==> src/rtl/adc_fe_pkg.sv <==
// Shared definitions for the converter serial front end.
// Assumes a two-bit register select and a two-bit power code.
package adc_fe_pkg;

    typedef enum logic [1:0] {
        SEL_CTRL = 2'b00,
        SEL_SEQ  = 2'b01,
        SEL_RNG1 = 2'b10,
        SEL_RNG2 = 2'b11
    } reg_sel_e;

    localparam int unsigned NUM_REGS = 4;

    localparam logic [1:0] PM_SHUTDOWN = 2'b11;

    // True when a power code selects full shutdown; every other code is normal.
    function automatic logic pm_is_shutdown(input logic [1:0] code);
        return code == PM_SHUTDOWN;
    endfunction

endpackage

==> src/rtl/adc_fe_sync.sv <==
// Multi-stage synchroniser for a group of asynchronous inputs.
// It also provides a one-cycle-delayed copy of the synchronised value for edge detection.
// Assumes STAGES >= 2 and inputs that change slower than the system clock.
module adc_fe_sync #(
    parameter int unsigned N       = 3,
    parameter int unsigned STAGES  = 2,
    parameter logic [N-1:0] RST_VAL = '0
) (
    input  logic         clk,
    input  logic         rst_n,
    input  logic [N-1:0] d_async,
    output logic [N-1:0] q,
    output logic [N-1:0] q_prev
);

    logic [STAGES:0][N-1:0] pipe;

    // Shift asynchronous inputs through the synchroniser chain.
    always_ff @(posedge clk) begin
        if (!rst_n) pipe <= {(STAGES+1){RST_VAL}};
        else        pipe <= {pipe[STAGES-1:0], d_async};
    end

    assign q      = pipe[STAGES-1];
    assign q_prev = pipe[STAGES];

endmodule

==> src/rtl/adc_fe_frame.sv <==
// Serial frame engine. It accepts or ignores chip-select falls (quiet time),
// captures the sample, shifts the result out on sclk falls and shifts din in
// on sclk rises. It issues a one-cycle write strobe at the commit rise.
// Assumes edge pulses come from the synchroniser and are one clock wide.
module adc_fe_frame #(
    parameter int unsigned CHAN_W    = 3,
    parameter int unsigned RES_W     = 12,
    parameter int unsigned QUIET_CYC = 12,
    localparam int unsigned FRAME_LEN = CHAN_W + 1 + RES_W,
    localparam int unsigned REG_W     = FRAME_LEN - 4
) (
    input  logic              clk,
    input  logic              rst_n,
    input  logic              cs_fall,
    input  logic              cs_rise,
    input  logic              sclk_rise,
    input  logic              sclk_fall,
    input  logic              din_s,
    input  logic [CHAN_W-1:0] smp_chan,
    input  logic              smp_sign,
    input  logic [RES_W-1:0]  smp_val,
    input  logic              inv_req,
    output logic              dout,
    output logic              active,
    output logic              wr_stb,
    output logic [1:0]        wr_sel,
    output logic [REG_W-1:0]  wr_data
);

    localparam int unsigned COMMIT = FRAME_LEN - 1;
    localparam int unsigned CNT_W  = $clog2(FRAME_LEN + 1);
    localparam int unsigned QW     = $clog2(QUIET_CYC + 1);

    logic [FRAME_LEN-1:0] tx_sh;
    logic [FRAME_LEN-3:0] rx_sh;
    logic [CNT_W-1:0]     rise_cnt;
    logic [QW-1:0]        quiet_cnt;
    logic [FRAME_LEN-2:0] rx_word;
    logic                 start_ok;

    assign start_ok = cs_fall && !active && (quiet_cnt == '0);
    assign rx_word  = {rx_sh, din_s};

    // Frame state: start, end, transmit shift and quiet-time count.
    always_ff @(posedge clk) begin
        if (!rst_n) begin
            active    <= 1'b0;
            dout      <= 1'b0;
            tx_sh     <= '0;
            quiet_cnt <= '0;
        end else if (start_ok) begin
            active <= 1'b1;
            dout   <= 1'b0;
            tx_sh  <= inv_req ? '1 : {smp_chan, smp_sign, smp_val};
        end else if (cs_rise) begin
            active    <= 1'b0;
            dout      <= 1'b0;
            quiet_cnt <= QW'(QUIET_CYC);
        end else begin
            if (quiet_cnt != '0) quiet_cnt <= quiet_cnt - 1'b1;
            if (active && sclk_fall) begin
                dout  <= tx_sh[FRAME_LEN-1];
                tx_sh <= {tx_sh[FRAME_LEN-2:0], 1'b0};
            end
        end
    end

    // Receive shift and rising-edge count within the frame.
    always_ff @(posedge clk) begin
        if (!rst_n || start_ok) begin
            rx_sh    <= '0;
            rise_cnt <= '0;
        end else if (active && sclk_rise) begin
            rx_sh <= rx_word[FRAME_LEN-3:0];
            if (rise_cnt != CNT_W'(FRAME_LEN)) rise_cnt <= rise_cnt + 1'b1;
        end
    end

    // Write strobe on the commit rise when the write flag is set.
    always_ff @(posedge clk) begin
        if (!rst_n) begin
            wr_stb  <= 1'b0;
            wr_sel  <= '0;
            wr_data <= '0;
        end else begin
            wr_stb <= active && sclk_rise && !cs_rise
                      && (rise_cnt == CNT_W'(COMMIT - 1))
                      && rx_word[FRAME_LEN-2];
            if (active && sclk_rise) begin
                wr_sel  <= rx_word[FRAME_LEN-3 -: 2];
                wr_data <= rx_word[REG_W-1:0];
            end
        end
    end

endmodule

==> src/rtl/adc_fe_regs.sv <==
// Four configuration registers written by the frame engine's strobe.
// It also flags control writes for the power controller.
// Assumes at most one write strobe per frame.
module adc_fe_regs
    import adc_fe_pkg::*;
#(
    parameter int unsigned REG_W = 12
) (
    input  logic             clk,
    input  logic             rst_n,
    input  logic             wr_stb,
    input  logic [1:0]       wr_sel,
    input  logic [REG_W-1:0] wr_data,
    output logic [REG_W-1:0] reg_q [NUM_REGS],
    output logic             ctrl_wr
);

    generate
        for (genvar g = 0; g < NUM_REGS; g++) begin : g_reg
            // Hold one configuration register; load on a matching strobe.
            always_ff @(posedge clk) begin
                if (!rst_n)                                reg_q[g] <= '0;
                else if (wr_stb && (wr_sel == 2'(g)))      reg_q[g] <= wr_data;
            end
        end
    endgenerate

    assign ctrl_wr = wr_stb && (reg_sel_e'(wr_sel) == SEL_CTRL);

endmodule

==> src/rtl/adc_fe_power.sv <==
// Power-state controller: normal or full shutdown, plus a power-up timer.
// Ready stays low from the start of power-up until PWRUP_CYC clocks pass.
// Assumes the power code arrives with a one-cycle control-write pulse.
module adc_fe_power
    import adc_fe_pkg::*;
#(
    parameter int unsigned PWRUP_CYC = 60
) (
    input  logic       clk,
    input  logic       rst_n,
    input  logic       pm_wr,
    input  logic [1:0] pm_code,
    output logic       pwr_en,
    output logic       pwr_ready
);

    localparam int unsigned PW = $clog2(PWRUP_CYC + 1);

    logic          shut;
    logic [PW-1:0] pu_cnt;

    // Track power state and count down the power-up delay.
    always_ff @(posedge clk) begin
        if (!rst_n) begin
            shut   <= 1'b0;
            pu_cnt <= '0;
        end else if (pm_wr) begin
            shut <= pm_is_shutdown(pm_code);
            if (pm_is_shutdown(pm_code))  pu_cnt <= '0;
            else if (shut)                pu_cnt <= PW'(PWRUP_CYC);
            else if (pu_cnt != '0)        pu_cnt <= pu_cnt - 1'b1;
        end else if (pu_cnt != '0) begin
            pu_cnt <= pu_cnt - 1'b1;
        end
    end

    assign pwr_en    = !shut;
    assign pwr_ready = !shut && (pu_cnt == '0);

endmodule

==> src/rtl/adc_fe_ctrl.sv <==
// Top of the converter serial front end. It synchronises the serial pins,
// runs the frame engine, holds the configuration registers and controls power.
// Assumes each sclk level lasts at least SYNC_STAGES + 2 system clocks.
module adc_fe_ctrl
    import adc_fe_pkg::*;
#(
    parameter int unsigned CHAN_W      = 3,
    parameter int unsigned RES_W       = 12,
    parameter int unsigned PWRUP_CYC   = 60,
    parameter int unsigned QUIET_CYC   = 12,
    parameter int unsigned SYNC_STAGES = 2
) (
    input  logic                    clk,
    input  logic                    rst_n,
    input  logic                    cs_n,
    input  logic                    sclk,
    input  logic                    din,
    output logic                    dout,
    output logic                    hold_req,
    input  logic [CHAN_W-1:0]       smp_chan,
    input  logic                    smp_sign,
    input  logic [RES_W-1:0]        smp_val,
    output logic                    pwr_en,
    output logic                    pwr_ready,
    output logic [CHAN_W+RES_W-4:0] cfg_ctrl,
    output logic [CHAN_W+RES_W-4:0] cfg_seq,
    output logic [CHAN_W+RES_W-4:0] cfg_rng1,
    output logic [CHAN_W+RES_W-4:0] cfg_rng2
);

    localparam int unsigned REG_W = CHAN_W + RES_W - 3;

    logic [2:0]       pin_q, pin_p;
    logic             cs_fall, cs_rise, sclk_rise, sclk_fall;
    logic             wr_stb, ctrl_wr;
    logic [1:0]       wr_sel;
    logic [REG_W-1:0] wr_data;
    logic [REG_W-1:0] reg_q [NUM_REGS];

    adc_fe_sync #(
        .N       (3),
        .STAGES  (SYNC_STAGES),
        .RST_VAL (3'b011)
    ) i_sync (
        .clk     (clk),
        .rst_n   (rst_n),
        .d_async ({din, sclk, cs_n}),
        .q       (pin_q),
        .q_prev  (pin_p)
    );

    assign cs_fall   = !pin_q[0] &&  pin_p[0];
    assign cs_rise   =  pin_q[0] && !pin_p[0];
    assign sclk_fall = !pin_q[1] &&  pin_p[1];
    assign sclk_rise =  pin_q[1] && !pin_p[1];

    adc_fe_frame #(
        .CHAN_W    (CHAN_W),
        .RES_W     (RES_W),
        .QUIET_CYC (QUIET_CYC)
    ) i_frame (
        .clk       (clk),
        .rst_n     (rst_n),
        .cs_fall   (cs_fall),
        .cs_rise   (cs_rise),
        .sclk_rise (sclk_rise),
        .sclk_fall (sclk_fall),
        .din_s     (pin_q[2]),
        .smp_chan  (smp_chan),
        .smp_sign  (smp_sign),
        .smp_val   (smp_val),
        .inv_req   (!pwr_ready),
        .dout      (dout),
        .active    (hold_req),
        .wr_stb    (wr_stb),
        .wr_sel    (wr_sel),
        .wr_data   (wr_data)
    );

    adc_fe_regs #(
        .REG_W (REG_W)
    ) i_regs (
        .clk     (clk),
        .rst_n   (rst_n),
        .wr_stb  (wr_stb),
        .wr_sel  (wr_sel),
        .wr_data (wr_data),
        .reg_q   (reg_q),
        .ctrl_wr (ctrl_wr)
    );

    adc_fe_power #(
        .PWRUP_CYC (PWRUP_CYC)
    ) i_power (
        .clk       (clk),
        .rst_n     (rst_n),
        .pm_wr     (ctrl_wr),
        .pm_code   (wr_data[1:0]),
        .pwr_en    (pwr_en),
        .pwr_ready (pwr_ready)
    );

    assign cfg_ctrl = reg_q[SEL_CTRL];
    assign cfg_seq  = reg_q[SEL_SEQ];
    assign cfg_rng1 = reg_q[SEL_RNG1];
    assign cfg_rng2 = reg_q[SEL_RNG2];

endmodule

==> config.mk <==
export PLATFORM = sky130hd
export DESIGN_NAME = adc_fe_ctrl
export DESIGN_NICKNAME = d
export VERILOG_FILES = /design/src/rtl/adc_fe_pkg.sv /design/src/rtl/adc_fe_sync.sv /design/src/rtl/adc_fe_frame.sv /design/src/rtl/adc_fe_regs.sv /design/src/rtl/adc_fe_power.sv /design/src/rtl/adc_fe_ctrl.sv
export SDC_FILE = /design/constraint.sdc
export NUM_CORES = 1
export LEC_CHECK = 0
export BUFFER_PORTS_ARGS = -buffer_cell sky130_fd_sc_hd__buf_2
export CAP_MARGIN = 0
export CELL_PAD_IN_SITES_DETAIL_PLACEMENT = 0
export CELL_PAD_IN_SITES_GLOBAL_PLACEMENT = 1
export CORE_MARGIN = 2
export CORE_UTILIZATION = 45
export CTS_BUF_LIST = sky130_fd_sc_hd__clkbuf_4
export DETAILED_ROUTE_END_ITERATION = 6
export PLACE_DENSITY = 0.78
export SKIP_CTS_REPAIR_TIMING = 1
export SLEW_MARGIN = 10
export SYNTH_ARGS = -nofsm -noshare
export SYNTH_HDL_FRONTEND = slang
export SYNTH_SLANG_ARGS = --single-unit
export TNS_END_PERCENT = 100
==> constraint.sdc <==
create_clock -name clk -period 3.87 [get_ports clk]
set_clock_uncertainty 0.1 [all_clocks]
set_input_delay 0.387 -clock clk [delete_from_list [all_inputs] [get_ports clk]]
set_output_delay 0.387 -clock clk [all_outputs]
set_load 0.02 [all_outputs]
After elaboration in Yosys (flattened, before gate mapping)
Index checks and enable logic that the tools add are counted.
{ "op_classes": {"mux": 12, "bitwise_logic": 2, "reduce_logical": 37, "n_addsub": 3, "n_eq_ne": 7} }
{ "ops": {"columns": ["cell", "count"], "rows": [
  ["two-way mux 16 bit", 4],
  ["two-way mux 6 bit", 4],
  ["logical AND 1 bit", 16],
  ["logical NOT 1 bit", 8],
  ["two-way mux 4 bit", 2],
  ["== test 2 bit, second input constant", 3],
  ["logical NOT 6 bit", 1],
  ["AND reduction 2 bit", 3],
  ["nonzero test 2 bit", 3],
  ["nonzero test 6 bit", 1],
  ["subtractor 6 x 1 -> 6 bit, second input constant", 1],
  ["adder 5 x 1 -> 5 bit, second input constant", 1],
  ["== test 5 x 4 -> 1 bit, second input constant", 1],
  ["inequality test 5 bit, second input constant", 1],
  ["logical NOT 4 bit", 1],
  ["nonzero test 4 bit", 1],
  ["subtractor 4 x 1 -> 4 bit, second input constant", 1],
  ["OR reduction 3 bit", 1],
  ["== test 2 x 1 -> 1 bit, second input constant", 1],
  ["logical NOT 2 bit", 1],
  ["two-way mux 1 bit", 2],
  ["inequality test 2 bit, second input constant", 1],
  ["NOT 1 bit", 2],
  ["logical OR 1 bit", 1]
]} }
{ "word_totals": {"output_inout_bits": 52, "in_bits": 21, "elab_cells": 79, "reg_bits": 119} }

Logic depth before layout (Yosys ltp)
{ "logic_depth": {"depth_word": 6, "ltp_mapped": 9, "depth_no_buf": 6} }

By module
From an unflattened synthesis, not the netlist that was laid out.
{ "unflattened": {"cells_unflattened": 507, "hier_area_um2": 4724.5} }
{ "by_module_without_submodules": {"columns": ["mod", "seq_area_each_um2", "area_per_inst_um2", "instances", "cells_per_inst"], "rows": [
  ["adc_fe_frame", 1121.1, 2249.7, 1, 265],
  ["adc_fe_regs", 960.9, 1784.2, 1, 171],
  ["adc_fe_power", 140.1, 370.4, 1, 42],
  ["adc_fe_sync", 180.2, 281.5, 1, 24],
  ["adc_fe_ctrl", 0.0, 38.8, 1, 5]
]} }

Worst setup path before layout
Ideal clock, no wire load.
{ "synth_path": {"path_type": "reg2reg", "start": "register i_frame.quiet_cnt[0]", "end": "register i_frame.tx_sh[10]", "arrival_time_ns": 2.340, "path_stages_with_launch": 10, "n_path_buf": 3, "path_slack_ns": 1.311, "t_required_ns": 3.651, "path_cell_list": "dfxtp_1 -> inv_1 -> ha_1 -> or3b_1 -> buf_2 -> or4b_4 -> or3_1 -> buf_2 -> buf_6 -> o221a_1"} }
{ "synth_between": {"elab_chain_cells": 4} }
{ "synth_rtl": {"columns": ["element", "line_no", "rtl"], "rows": [
  ["start, declared", "adc_fe_frame.sv:37", "logic [QW-1:0] quiet_cnt;"],
  ["start signal, assigned", "adc_fe_frame.sv:58", "quiet_cnt <= QW'(QUIET_CYC);"],
  ["start signal, assigned", "adc_fe_frame.sv:60", "if (quiet_cnt != '0) quiet_cnt <= quiet_cnt - 1'b1;"],
  ["logical NOT 4 bit *", "adc_fe_frame.sv:41", "assign start_ok = cs_fall && !active && (quiet_cnt == '0);"],
  ["logical AND 1 bit *", "adc_fe_frame.sv:41", null],
  ["inequality test 2 bit (no source line) or nonzero test 2 bit (tied branches)", null, null],
  ["AND reduction 2 bit (no source line)", null, null],
  ["end signal, assigned", "adc_fe_frame.sv:54", "tx_sh <= inv_req ? '1 : {smp_chan, smp_sign, smp_val};"],
  ["end signal, assigned", "adc_fe_frame.sv:63", "tx_sh <= {tx_sh[FRAME_LEN-2:0], 1'b0};"],
  ["end, declared", "adc_fe_frame.sv:34", "logic [FRAME_LEN-1:0] tx_sh;"]
]} }
Mark *: on every way between the ends. The rest lies on a longest branch, timed or not.
A chain may end at the register's enable or synchronous reset.

Worst setup path in the final report
{ "layout_path": {"start": "register i_frame.quiet_cnt[0]", "end": "register i_frame.tx_sh[15]"} }
The elaborated chain is that of the path after synthesis.

==> run_results.csv <==
group,metric,value,unit
critical_path,critPathMaxStageDelay,0.57,ns
die,core,9860,µm²
critical_path,rr_endpoint,"i_frame.tx_sh[15]$_SDFFE_PN0P_",
place,place_inst,673,
die,fp-row-count,36,
die,ios,73,
global_route,gr-total-overflow,0,
critical_path,required,4.17,ns
logic_synthesis,synth_cell_types,41,
global_route,first_global_vias,3303,
global_route,antenna_found_initial,0,
clock_network,cts-buffers-inserted,17,
layout,drive_above_1_share,21.7,%
timing,fin_crit,2.72,ns
clock_network,cts_sinks,119,
logic_synthesis,synth_top_area_share,51.6,%
critical_path,worstSetupEndpointType,"flop",
critical_path,arrival,3.02,ns
critical_path,critPathCapture,"i_frame.tx_sh[15]$_SDFFE_PN0P_",
critical_path,startpoint,"i_frame.quiet_cnt[0]$_SDFFE_PN0P_",
layout,final_common_cell,"nand2_1",
logic_synthesis,synth_cells,492,
logic_synthesis,syn-num-nets,520,
layout,final_util,54.7,%
power_and_ir_drop,vdd_ir_drop_max,0.347,mV
clock_network,clk_latency,0.51,ns
logic_synthesis,ys_ff_latch,119,
drt,via_per_inst,4.97,
drt,wl_per_cell,13.8,µm
critical_path,worstReg2RegStart,"i_frame.quiet_cnt[0]$_SDFFE_PN0P_",
timing,timing.setup.tns,0,ns
logic_synthesis,yosys_warnings,0,
layout,num_antenna_cells,0,
clock_network,cts_max_path_buffers,2,
logic_synthesis,avgSynthCellArea,9.38,µm²
place,place_area,5060,µm²
min_path,hp-class,"input pin to flop",
drt,ant_nets,0,
timing,hold_viol,0,
critical_path,critPathTopFamily,"simple AND/OR/NAND/NOR gates",
global_route,grt_max_degree,49,
critical_path,r2r_cells,6,
timing,fin_hold_ws,0.0448,ns
job,max_cap_violations,0,
critical_path,cp_cell_sequence,"inv_1, ha_1, or3b_1, or4b_4, or3_1, o221a_1",
die,dieArea,11100,µm²
place,globalplace.congestion,0.761,
timing,maxSlewViolCount,0,
timing,worst_slew_pin_slew,0.787,ns
die,fp.dieH,105,µm
place,port-buffer-count,72,
drt,first_pass_iters,4,
run_status,status,"finished clean",
clock_network,cts.clk_slew.worst_paths,0.11,ns
drt,drc,0,
place,dp_hpwl,6.37,mm
timing,setup_viol,0,
global_route,grtUsageTotal,18.6,%
logic_synthesis,synth-seq-area-share,51.6,%
critical_path,reg2reg_slack,1.15,ns
clock_network,cts_tree,"done",
clock_network,htree_levels,4,
critical_path,start_kind,"flop",
layout,layout.cells.non_filler,708,
logic_synthesis,syn-cell-area,4620,µm²
drt,drt_iter0_markers,129,
power_and_ir_drop,p_leak,2.18,nW
logic_synthesis,ys_top_cells_by_area,"dfxtp_1 52%, nand2_1 10%, a21boi_0 8.6%",
drt,wl,9.76,mm
layout,final_nets,590,
critical_path,crit_type,"flop to flop",
layout,final_cell_mix,"124 x nand2_1, 119 x dfxtp_1, 72 x buf_2",
clock_network,root_buffer,"clkbuf_4",
critical_path,cp.depth,6,
timing,max_clock_freq,367,MHz
global_route,grt_pass1_wl,16.4,mm
die,dieWidth,105,µm
drt,num_vias,3522,
critical_path,cpMaxStageDelayCell,"or4b_4",
layout,syn_to_final_growth,16.9,%
critical_path,cp_max_fo,15,
power_and_ir_drop,power.density,450,nW/µm²
critical_path,path_buf_inv,1,
timing,relSlewSlack,47.5,%
timing,rsz0062_at_grt,"no",
timing,period_share,70.3,%
logic_synthesis,synth_top_cell_by_area,"dfxtp_1",
layout,final_cell_area,5400,µm²
die,start_util,46.8,%
==> cells in the mapped netlist (all sizes together) <==
| cell type | number |
|---|---|
| nand2 | 124 |
| dfxtp | 119 |
| a21boi | 53 |
| clkbuf | 23 |
| a21oi | 18 |
| nor2 | 17 |
| mux2i | 15 |
| mux2 | 14 |
| o221a | 14 |
| nor2b | 13 |
| inv | 10 |
| ha | 7 |
| nand2b | 7 |
| buf | 6 |
| nor3 | 6 |
| xor2 | 6 |
| nand3 | 5 |
| nand3b | 4 |
| xnor2 | 4 |
| nor3b | 3 |
| and2 | 2 |
| nand4 | 2 |
| o21ai | 2 |
| o31a | 2 |
| or3 | 2 |
| or3b | 2 |
| a2111oi | 1 |
| a211oi | 1 |
| a311oi | 1 |
| a31oi | 1 |
| and3 | 1 |
| and3b | 1 |
| nor4b | 1 |
| o211a | 1 |
| o21a | 1 |
| o22ai | 1 |
| or2 | 1 |
| or4b | 1 |
==> where the power goes <==
part / switching, mW / total [mW] / internal (mW) / leakage, nW
registers: 0.0274 / 1.29 / 1.27 / 0.962
logic: 0.103 / 0.203 / 0.100 / 1.06
clock network: 0.483 / 0.933 / 0.450 / 0.154
==> cell families (layout without fill, tap and decap cells) <==
group	count (synthesis)	count (layout)	synth area share, %
fa+ha+maj	7	7	1.90
xor+xnor	10	10	1.90
flops	119	119	51.6
simple gates	192	192	18.8
compound gates	96	96	15.8
mux	29	29	6.67
buf+inv	39	122	3.39
==> stage by stage <==
stage | total power [mW] | setup slack [ns]
after global placement | 1.51 | 1.23
after floorplan | 1.48 | 1.31
after CTS | 2.46 | 1.14
after detailed placement | 1.52 | 1.15
final | 2.43 | 1.15
after global routing | 2.54 | 1.00
==> registers in the layout, indices dropped and copies added, names as in the netlist, 2 cells and up <==
name and cells:
i_sync.q 3, i_sync.q_prev 2, i_frame.tx_sh 16, i_frame.quiet_cnt 4
i_frame.wr_data 12, i_frame.wr_sel 2, i_regs.reg_q 48, i_power.pu_cnt 6
i_frame.rx_sh 14, i_sync.pipe 3, i_frame.rise_cnt 5
==> metal layers <==
layer / vias to the layer above / GRT usage [%] / wire length (µm)
met2: 59 / 28.4 / 4460
met5: - / 0 / 0
met4: 0 / 6.76 / 97
li1: 1807 / - / -
met1: 1645 / 25.5 / 4840
met3: 11 / 4.39 / 365
==> worst reg2reg max path, stage by stage, from the launching register on <==
cell,delay [ns]
dfxtp_1,0.34
inv_1,0.08
ha_1,0.19
or3b_1,0.45
or4b_4,0.57
or3_1,0.56
o221a_1,0.34
==> final cells by class <==
class / instances / area, µm²
fill: 953 / 4470
inverter: 10 / 37.5
tap: 133 / 166
clock buffer: 17 / 128
sequential: 119 / 2380
clock inverter: 15 / 178
multi-input combinational: 334 / 2080
timing repair buffer: 80 / 428
==> how the worst min path moves through the flow <==
stage,startpoint,end,slack [ns],cells after the start
final,smp_val[0],i_frame.tx_sh[0]$_SDFFE_PN0P_,0.04,2
after global routing,smp_sign,i_frame.tx_sh[12]$_SDFFE_PN0P_,0.008,2
after CTS,cs_n,i_sync.pipe[0]$_SDFF_PN1_,-0.09,2
after detailed placement,i_sync.pipe[1]$_SDFF_PN1_,i_sync.q[1]$_SDFF_PN1_,0.29,1
after global placement,i_sync.pipe[0]$_SDFF_PN1_,i_sync.q[0]$_SDFF_PN1_,0.29,1
after floorplan,i_sync.pipe[0]$_SDFF_PN1_,i_sync.q[0]$_SDFF_PN1_,0.29,1
Note: power is estimated with default switching activity, not from simulation.
